$ cat config.mk
export PLATFORM = sky130hd
export DESIGN_NAME = clkdiv_busy
export DESIGN_NICKNAME = d
export VERILOG_FILES = /design/src/rtl/clkdiv_pkg.sv /design/src/rtl/clkdiv_regs.sv /design/src/rtl/clkdiv_core.sv /design/src/rtl/clkdiv_gate.sv /design/src/rtl/clkdiv_busy.sv
export SDC_FILE = /design/constraint.sdc
export NUM_CORES = 1
export LEC_CHECK = 0
export BUFFER_PORTS_ARGS = -buffer_cell sky130_fd_sc_hd__buf_2
export CAP_MARGIN = 30
export CORE_ASPECT_RATIO = 1.25
export CORE_UTILIZATION = 50
export DETAILED_ROUTE_END_ITERATION = 8
export GPL_TIMING_DRIVEN = 0
export PLACE_DENSITY_LB_ADDON = 0.15
export SYNTH_ARGS = -nofsm -noshare
export SYNTH_HDL_FRONTEND = slang
export SYNTH_SLANG_ARGS = --single-unit
$ cat constraint.sdc
create_clock -name clk -period 2.4 [get_ports clk]
set_input_delay 0.48 -clock clk [delete_from_list [all_inputs] [get_ports clk]]
set_output_delay 0.48 -clock clk [all_outputs]
set_load 0.005 [all_outputs]
$ cat src/rtl/clkdiv_pkg.sv
package clkdiv_pkg;

  typedef enum logic [1:0] {
    ACC_WRITE  = 2'd0,
    ACC_SET    = 2'd1,
    ACC_CLEAR  = 2'd2,
    ACC_TOGGLE = 2'd3
  } acc_op_e;

  function automatic logic [31:0] apply_access(acc_op_e op, logic [31:0] cur, logic [31:0] wd);
    case (op)
      ACC_WRITE: apply_access = wd;
      ACC_SET:   apply_access = cur | wd;
      ACC_CLEAR: apply_access = cur & ~wd;
      default:   apply_access = cur ^ wd;
    endcase
  endfunction

endpackage

$ cat src/rtl/clkdiv_regs.sv
module clkdiv_regs
  import clkdiv_pkg::*;
#(
  parameter int DIV_W = 8
) (
  input  logic             clk,
  input  logic             rst_n,
  input  logic             reg_wr,
  input  logic [1:0]       reg_op,
  input  logic [DIV_W+4:0] reg_wdata,
  input  logic             busy_i,
  output logic [DIV_W+4:0] word_o,
  output logic [DIV_W-1:0] div_field_o,
  output logic             upd_accept_o,
  output logic             gate_o,
  output logic             frac_o,
  output logic             wait_en_o,
  output logic             err_o
);
  localparam int CW     = DIV_W + 5;
  localparam int B_FRAC = DIV_W;
  localparam int B_GATE = DIV_W + 1;
  localparam int B_WAIT = DIV_W + 2;
  localparam int B_ERR  = DIV_W + 3;

  logic [DIV_W-1:0] div_q;
  logic             gate_q, frac_q, wait_q, err_q;
  logic [CW-1:0]    cur_word, nxt_word;
  logic [31:0]      applied;
  logic [DIV_W-1:0] cand;
  logic             touch, refuse, accept;

  assign cur_word = {busy_i, err_q, wait_q, gate_q, frac_q, div_q};
  assign applied  = apply_access(acc_op_e'(reg_op), 32'(cur_word), 32'(reg_wdata));
  assign nxt_word = applied[CW-1:0];
  assign cand     = nxt_word[DIV_W-1:0];

  // any plain write, or an alias access naming divisor bits, is an update
  assign touch  = reg_wr && ((acc_op_e'(reg_op) == ACC_WRITE) || (|reg_wdata[DIV_W-1:0]));
  assign refuse = touch && gate_q;
  assign accept = touch && !gate_q && (cand != '0);

  always_ff @(posedge clk) begin
    if (!rst_n) begin
      div_q  <= DIV_W'(1);
      gate_q <= 1'b0;
      frac_q <= 1'b0;
      wait_q <= 1'b0;
      err_q  <= 1'b0;
    end else begin
      if (reg_wr) begin
        gate_q <= nxt_word[B_GATE];
        frac_q <= nxt_word[B_FRAC];
        wait_q <= nxt_word[B_WAIT];
      end
      if (accept) div_q <= cand;
      if (refuse)                           err_q <= 1'b1;
      else if (reg_wr && reg_wdata[B_ERR])  err_q <= 1'b0;
    end
  end

  assign word_o       = cur_word;
  assign div_field_o  = div_q;
  assign upd_accept_o = accept;
  assign gate_o       = gate_q;
  assign frac_o       = frac_q;
  assign wait_en_o    = wait_q;
  assign err_o        = err_q;
endmodule

$ cat src/rtl/clkdiv_core.sv
module clkdiv_core #(
  parameter int DIV_W = 8
) (
  input  logic             clk,
  input  logic             rst_n,
  input  logic [DIV_W-1:0] div_field_i,
  input  logic             upd_accept_i,
  output logic             tick_o,
  output logic             busy_o
);
  logic [DIV_W-1:0] act_q, cnt_q;
  logic             busy_q;

  assign tick_o = (cnt_q == act_q - DIV_W'(1));

  always_ff @(posedge clk) begin
    if (!rst_n) begin
      act_q  <= DIV_W'(1);
      cnt_q  <= '0;
      busy_q <= 1'b0;
    end else begin
      if (tick_o) begin
        cnt_q <= '0;
        // pending value is loaded only on a period boundary
        if (busy_q) act_q <= div_field_i;
      end else begin
        cnt_q <= cnt_q + DIV_W'(1);
      end
      if (upd_accept_i) busy_q <= 1'b1;
      else if (tick_o)  busy_q <= 1'b0;
    end
  end

  assign busy_o = busy_q;
endmodule

$ cat src/rtl/clkdiv_gate.sv
module clkdiv_gate (
  input  logic tick_i,
  input  logic gate_i,
  input  logic frac_i,
  input  logic wait_en_i,
  input  logic wait_in_i,
  output logic clk_en_o
);
  logic hold;
  assign hold     = gate_i | frac_i | (wait_en_i & wait_in_i);
  assign clk_en_o = tick_i & ~hold;
endmodule

$ cat src/rtl/clkdiv_busy.sv
module clkdiv_busy #(
  parameter int DIV_W = 8
) (
  input  logic             clk,
  input  logic             rst_n,
  input  logic             reg_wr,
  input  logic [1:0]       reg_op,
  input  logic [DIV_W+4:0] reg_wdata,
  output logic [DIV_W+4:0] reg_rdata,
  input  logic             wait_in,
  output logic             clk_en,
  output logic             frac_sel,
  output logic             busy,
  output logic             err
);
  logic [DIV_W-1:0] div_field;
  logic             accept, tick, gate, frac, wait_en, busy_w;

  clkdiv_regs #(.DIV_W(DIV_W)) regs_i (
    .clk(clk), .rst_n(rst_n), .reg_wr(reg_wr), .reg_op(reg_op),
    .reg_wdata(reg_wdata), .busy_i(busy_w), .word_o(reg_rdata),
    .div_field_o(div_field), .upd_accept_o(accept), .gate_o(gate),
    .frac_o(frac), .wait_en_o(wait_en), .err_o(err)
  );

  clkdiv_core #(.DIV_W(DIV_W)) core_i (
    .clk(clk), .rst_n(rst_n), .div_field_i(div_field),
    .upd_accept_i(accept), .tick_o(tick), .busy_o(busy_w)
  );

  clkdiv_gate gate_i (
    .tick_i(tick), .gate_i(gate), .frac_i(frac), .wait_en_i(wait_en),
    .wait_in_i(wait_in), .clk_en_o(clk_en)
  );

  assign busy     = busy_w;
  assign frac_sel = frac;
endmodule

==> impl_metrics.toml, run 1 <==
[run_status]
status = "finished, violations left"
failed_checks = "setup timing"

[timing]
slew_violations = 0
maxSlewHeadroom = 0.609
hold_violations = 0
setup_ws_ps = -11.7
final.min_clock_period_ps = 2410
finClkSkew_ps = 4.69
rsz0062_at_grt = "yes"
fin_crit_sh = 1.00
worst_slew_pin_slew_ps = 583
setup_viol = 1
max_freq_mhz = 415

[synth]
synth-adder-area-share = 0.136
yosysSeqAreaShare = 0.262
synthFlopType = "dfxtp_1"
synth.area.top_cells = "dfxtp_1 (26%), ha_1 (14%), mux4_1 (5.9%)"
syn_nets = 282
yosys.area.top_type_share = 0.262
synth_compound_area_frac = 0.111
synthSimpleGateAreaFrac = 0.150
synth.cell_area_mm2 = 0.00221
synth.largest_area_cell = "dfxtp_1"
synth_xor_area_frac = 0.0752
synthArstFlopShare = 0
synth_warnings = 0
synth_seq_cells = 29
synthMuxAreaShare = 0.157
yosysUniqueCellTypes = 44
synth_top_family_by_area = "multiplexers"
syn_area_per_cell_um2 = 9.26
synth-edff-count = 0
synthCells = 239

[clock_network]
cts-hold-fix-buffers = 0
clkTransAtPathRegs_ps = 60
clk_latency_ps = 280
cts-root-buf = "clkbuf_8"
tritoncts = "built"
clock_tree.buffer_depth = 2
numCtsBuffers = 5
clkSinkCount = 29
cts-htree-levels = 2

[job]
drv_cap = 0

[cells_and_area]
drive_gt1_frac = 0.267
layout_commonest_cell = "inv_1"
final_core_util = 0.633
antennaDiodeCount = 0
final_cell_mix = "inv_1 (32), buf_2 (31), dfxtp_1 (27)"
n_fill_cell = 407
area_growth_pct = 19.1
seq_area_um2 = 586
multi_input_area_mm2 = 0.00147
nets = 324

[grt]
gr-total-overflow = 0
antenna_found_initial = 0
grt_pass1_vias = 1670
busiest_layer = "met2"
grt_max_degree = 11
use_met1 = 0.250
met2_usage = 0.346
met3_usage = 0.0509
grt_use_total = 0.206
grt_pass1_wl_um = 7360

[hold_path]
hold_path_class = "flip-flop to flip-flop"

[setup_path]
crit_path_end_kind = "primary output"
cp_max_fo = 3
crit_type = "flip-flop to primary output"
worst-endpoint-required_ps = 1920
cp.arrival_ps = 1930
startpoint_type = "flip-flop"

[floorplanning]
die_h_um = 76.4
row_count = 26
core_mm2 = 0.00416
ios = 36
die_w_um = 61.5
initial_core_util = 0.532
die_area_mm2 = 0.00470

[pwr]
max-vdd-ir-drop_uv = 296
pwr-share-clk = 0.207
p_leak_nw = 1.28
p_per_area_mw_per_mm2 = 726
power_switching_w = 0.000694
internal-power_w = 0.00122
switching_share = 0.363
pwr-share-seq = 0.318
pwr-share-comb = 0.475

[drt]
drt-total-wl_um = 4310
drt_first_pass_iters = 4
routedWlPerCell_um = 12.8
drt_iter0_drc = 35
antenna_left = 0
vias = 1742
drc = 0
vias_per_cell = 5.17

[place]
port_buffers = 30
dpl.hpwl_um = 3360
finalWeightedCongestion = 0.830
pre_cts_slack_ps = -165
[stage by stage]
step                cells  TNS (ps)  hold slack, ps  instance area (um2)  total power (W)
floorplan             239         0             451                 2210          0.00116
global placement      325      -258             462                 2430          0.00134
detailed placement    325      -311             465                 2430          0.00135
CTS                   337     -6.24             473                 2610          0.00189
global route          337      -121             494                 2640          0.00206
finish                337     -11.7             467                 2640          0.00191
[final cells by class]
class,count,share of cell area
repair buffers,35,0.0712
plain buffers,13,0.0423
well taps,56,0.0266
flip-flops and latches,29,0.222
clock buffers,7,0.0328
multi-input cells,163,0.557
inverters,34,0.0484
[Yosys cell counts (2+ instances only)]
master,n
mux2_2,3
o211a_1,3
and3_1,5
o21ai_0,3
buf_4,5
o22ai_1,3
o211ai_1,4
mux4_2,3
mux2i_1,10
clkbuf_1,2
nand3_1,12
xnor2_1,9
dfxtp_1,29
nor2_1,18
nor3_1,2
inv_1,34
or4_4,2
a31oi_1,2
a21boi_0,3
mux4_1,5
nand2_1,25
clkbuf_8,3
xor2_1,10
ha_1,24
[what timing repair did]
action                     CTS  global route
setup endpoints to repair    8             9
pin swaps                    6             3
buffers inserted             5             0
gates cloned                 0             0
gates resized for setup     13             3
hold endpoints to repair     0             0
[critical path, cell delays in order (launching register included)]
cell and delay [ps]:
dfxtp_4 350, inv_2 60, ha_4 130, nor3b_4 260
xnor2_2 160, o2111a_1 240, nand3_2 120, a2111oi_4 190
buf_2 160
[path summary, 6_finish.rpt]
check	slack, ps	endpoint	from	cells past startpoint
setup / recovery	-10	clk_en	core_i.act_q[0]$_SDFFE_PN1P_	8
hold / removal	470	core_i.act_q[7]$_SDFFE_PN0P_	core_i.act_q[7]$_SDFFE_PN0P_	2
setup reg to reg	210	core_i.busy_o$_SDFFE_PN0P_	regs_i.div_field_o[6]$_SDFFE_PN0P_	6
hold reg to reg	470	core_i.act_q[7]$_SDFFE_PN0P_	core_i.act_q[7]$_SDFFE_PN0P_	2
[power by group through the flow]
| stage | logic [W] | clock network [W] | registers (W) |
|---|---|---|---|
| after floorplan | 0.000556 | 0 | 0.000602 |
| after global placement | 0.000718 | 0 | 0.000617 |
| after detailed placement | 0.000728 | 0 | 0.000618 |
| after CTS | 0.000875 | 0.000405 | 0.000608 |
| after global routing | 0.00101 | 0.000430 | 0.000620 |
| final | 0.000909 | 0.000396 | 0.000610 |
[routing by layer]
metal / wire length (um) / vias up / share of wire
li1: - / 901 / -
met1: 1860 / 808 / 0.43
met2: 2260 / 25 / 0.52
met3: 112 / 8 / 0.026
met4: 78 / 0 / 0.018
met5: 0 / - / 0
[state kept, by name (all words and copies together) (netlist names)]
register	flops
regs_i.wait_en_o	1
core_i.cnt_q	8
regs_i.gate_o	1
regs_i.div_field_o	8
core_i.busy_o	1
regs_i.err_o	1
regs_i.frac_o	1
core_i.act_q	8
[cells by family after synthesis]
kind of cell,Yosys count
AND/OR/NAND/NOR,68
buffers and inverters,47
AO/OA/AOI/OAI,30
flip-flops,29
adder cells (fa/ha/maj),24
multiplexers,22
XOR/XNOR,19
(Power assumes the default switching activity.)
==> run 2, diff against run 1 <==
--- a/config.mk
+++ b/config.mk
@@ -5,9 +5,11 @@
 export SDC_FILE = /design/constraint.sdc
 export NUM_CORES = 1
 export LEC_CHECK = 0
+export ABC_AREA = 1
 export BUFFER_PORTS_ARGS = -buffer_cell sky130_fd_sc_hd__buf_2
 export CAP_MARGIN = 30
 export CORE_ASPECT_RATIO = 1.25
+export CORE_MARGIN = 3
 export CORE_UTILIZATION = 50
 export DETAILED_ROUTE_END_ITERATION = 8
 export GPL_TIMING_DRIVEN = 0
==> impl_metrics.toml, run 2 <==
[drt]
vias_per_cell = 4.87
vias = 2224
drc = 0
routedWlPerCell_um = 11.7
antenna_left = 0
drt_iter0_drc = 71
drt_first_pass_iters = 4
drt-total-wl_um = 5360

[pwr]
p_leak_nw = 1.41
switching_share = 0.383
pwr-share-seq = 0.311
pwr-share-comb = 0.407
power_switching_w = 0.000741
max-vdd-ir-drop_uv = 397
internal-power_w = 0.00120
p_per_area_mw_per_mm2 = 710
pwr-share-clk = 0.282

[floorplanning]
initial_core_util = 0.522
die_area_mm2 = 0.00548
row_count = 27
core_mm2 = 0.00443
ios = 36
die_h_um = 82.0
die_w_um = 66.8

[synth]
yosysUniqueCellTypes = 32
synth_most_common_cell = "nand2_1"
synthCells = 355
synth_common_cells = "nand2_1 (88), inv_1 (51), nor2_1 (45), dfxtp_1 (29), nand3_1 (27)"
syn_nets = 398
synth.largest_area_cell = "dfxtp_1"
yosys.area.top_type_share = 0.251
yosysSeqAreaShare = 0.251
syn_area_per_cell_um2 = 6.51
synthArstFlopShare = 0
synth_seq_cells = 29
synth.area.top_cells = "dfxtp_1 (25%), nand2_1 (14%), ha_1 (13%)"
synth.cell_area_mm2 = 0.00231
synth-edff-count = 0
synthFlopType = "dfxtp_1"
synth_warnings = 0

[grt]
gr-total-overflow = 0
grt_pass1_vias = 2120
grt_max_degree = 11
grt_pass1_wl_um = 9100
antenna_found_initial = 0
grt_use_total = 0.216

[timing]
worst_slew_pin_slew_ps = 476
slew_violations = 0
setup_viol = 0
setup_tns_ps = 0
fin_crit_sh = 0.959
final.min_clock_period_ps = 2300
maxSlewHeadroom = 0.682
rsz0062_at_grt = "yes"
hold_violations = 0
max_freq_mhz = 434
hold_ws_ps = 444
finClkSkew_ps = 13.5

[clock_network]
cts-htree-levels = 2
numCtsBuffers = 5
clock_tree.buffer_depth = 2
cts-hold-fix-buffers = 0
tritoncts = "built"
cts-root-buf = "clkbuf_8"
clkTransAtPathRegs_ps = 80
clkSinkCount = 29
clk_latency_ps = 290

[cells_and_area]
fin_cells = 457
antennaDiodeCount = 0
area_growth_pct = 18.0
layout_commonest_cell = "nand2_1"
n_fill_cell = 474
fin_area_mm2 = 0.00273
final_core_util = 0.616
final_cell_mix = "nand2_1 (86), inv_1 (48), nor2_1 (45)"
drive_gt1_frac = 0.198
nets = 441

[place]
port_buffers = 32
dpl_cell_area_mm2 = 0.00254
finalWeightedCongestion = 0.875
placedCellCount = 445
dpl.hpwl_um = 4110

[hold_path]
hold_path_class = "input port to flip-flop"

[setup_path]
cp_max_fo = 5
worst-endpoint-required_ps = 1920
cp.arrival_ps = 1820
crit_path_end_kind = "primary output"
crit_type = "flip-flop to primary output"
startpoint_type = "flip-flop"

[run_status]
status = "completed"

[job]
drv_cap = 0
==> run 2: per-stage QoR <==
stage / power (W) / setup slack [ps]
final: 0.00194 / 97.5
after global placement: 0.00128 / -8.16
after floorplan: 0.00111 / 294
after detailed placement: 0.00130 / -21.9
after CTS: 0.00190 / 8.82
after global routing: 0.00210 / -36.1
==> run 2: worst paths after layout <==
kind                                                         start                            endpoint  slack, ps  cells past startpoint
worst min register to register           regs_i.err_o$_SDFFE_PN0P_           regs_i.err_o$_SDFFE_PN0P_        480                      2
worst min-delay path                                 reg_wdata[11]           regs_i.err_o$_SDFFE_PN0P_        440                      4
worst max-delay path                  core_i.act_q[0]$_SDFFE_PN1P_                              clk_en        100                     11
worst max register to register  regs_i.div_field_o[0]$_SDFFE_PN1P_  regs_i.div_field_o[1]$_SDFFE_PN0P_        550                     10
==> run 2: kinds of logic (layout without fill, tap and decap cells) <==
group | Yosys count | after routing | share of synthesized area
buffers and inverters | 68 | 112 | 0.130
AOI/OAI and AO/OA | 29 | 29 | 0.0693
xor gates and xnor gates | 7 | 7 | 0.0265
DFF | 29 | 29 | 0.251
and+or+nand+nor | 198 | 198 | 0.393
adders and majority gates | 24 | 24 | 0.130
==> run 2: final cells by class <==
| cell class | instances | area, um2 | share of cell area |
|---|---|---|---|
| multi-input combinational | 258 | 1460 | 0.534 |
| sequential | 29 | 583 | 0.214 |
| inverter | 55 | 209 | 0.0766 |
| timing repair buffer | 36 | 190 | 0.0697 |
| buffer | 13 | 95.1 | 0.0349 |
| clock buffer | 6 | 82.6 | 0.0303 |
| tap | 58 | 72.6 | 0.0266 |
| clock inverter | 2 | 37.5 | 0.0138 |
==> run 2: critical path: stages (launching register included) <==
cell and delay (ps):
dfxtp_2 350, inv_4 50, ha_4 270, nor2_1 40, nor2_1 80, nand2_1 50
nor2_1 90, nand3_1 110, nor2_4 140, nand2_4 80, a211oi_2 130, buf_2 140
==> run 2: repair_timing <==
item	4_1_cts	5_1_grt
pin swaps	3	2
gates resized for setup	5	6
hold endpoints to repair	0	0
endpoints found under the setup margin	1	1
buffers inserted	3	1
==> run 2: per-layer routing <==
metal / global-route usage / vias up / wire, um / share of wire
li1: - / 1204 / - / -
met1: 0.236 / 984 / 2370 / 0.44
met2: 0.414 / 30 / 2750 / 0.51
met3: 0.0342 / 6 / 146 / 0.027
met4: 0.0752 / 0 / 82 / 0.015
met5: 0 / - / 0 / 0
==> run 2: power groups by stage <==
stage | logic (W) | clock network, W | registers, W
2_1_floorplan | 0.000518 | 0 | 0.000597
3_3_place_gp | 0.000673 | 0 | 0.000610
3_5_place_dp | 0.000686 | 0 | 0.000612
4_1_cts | 0.000751 | 0.000552 | 0.000601
5_1_grt | 0.000909 | 0.000577 | 0.000612
6_report | 0.000789 | 0.000546 | 0.000602
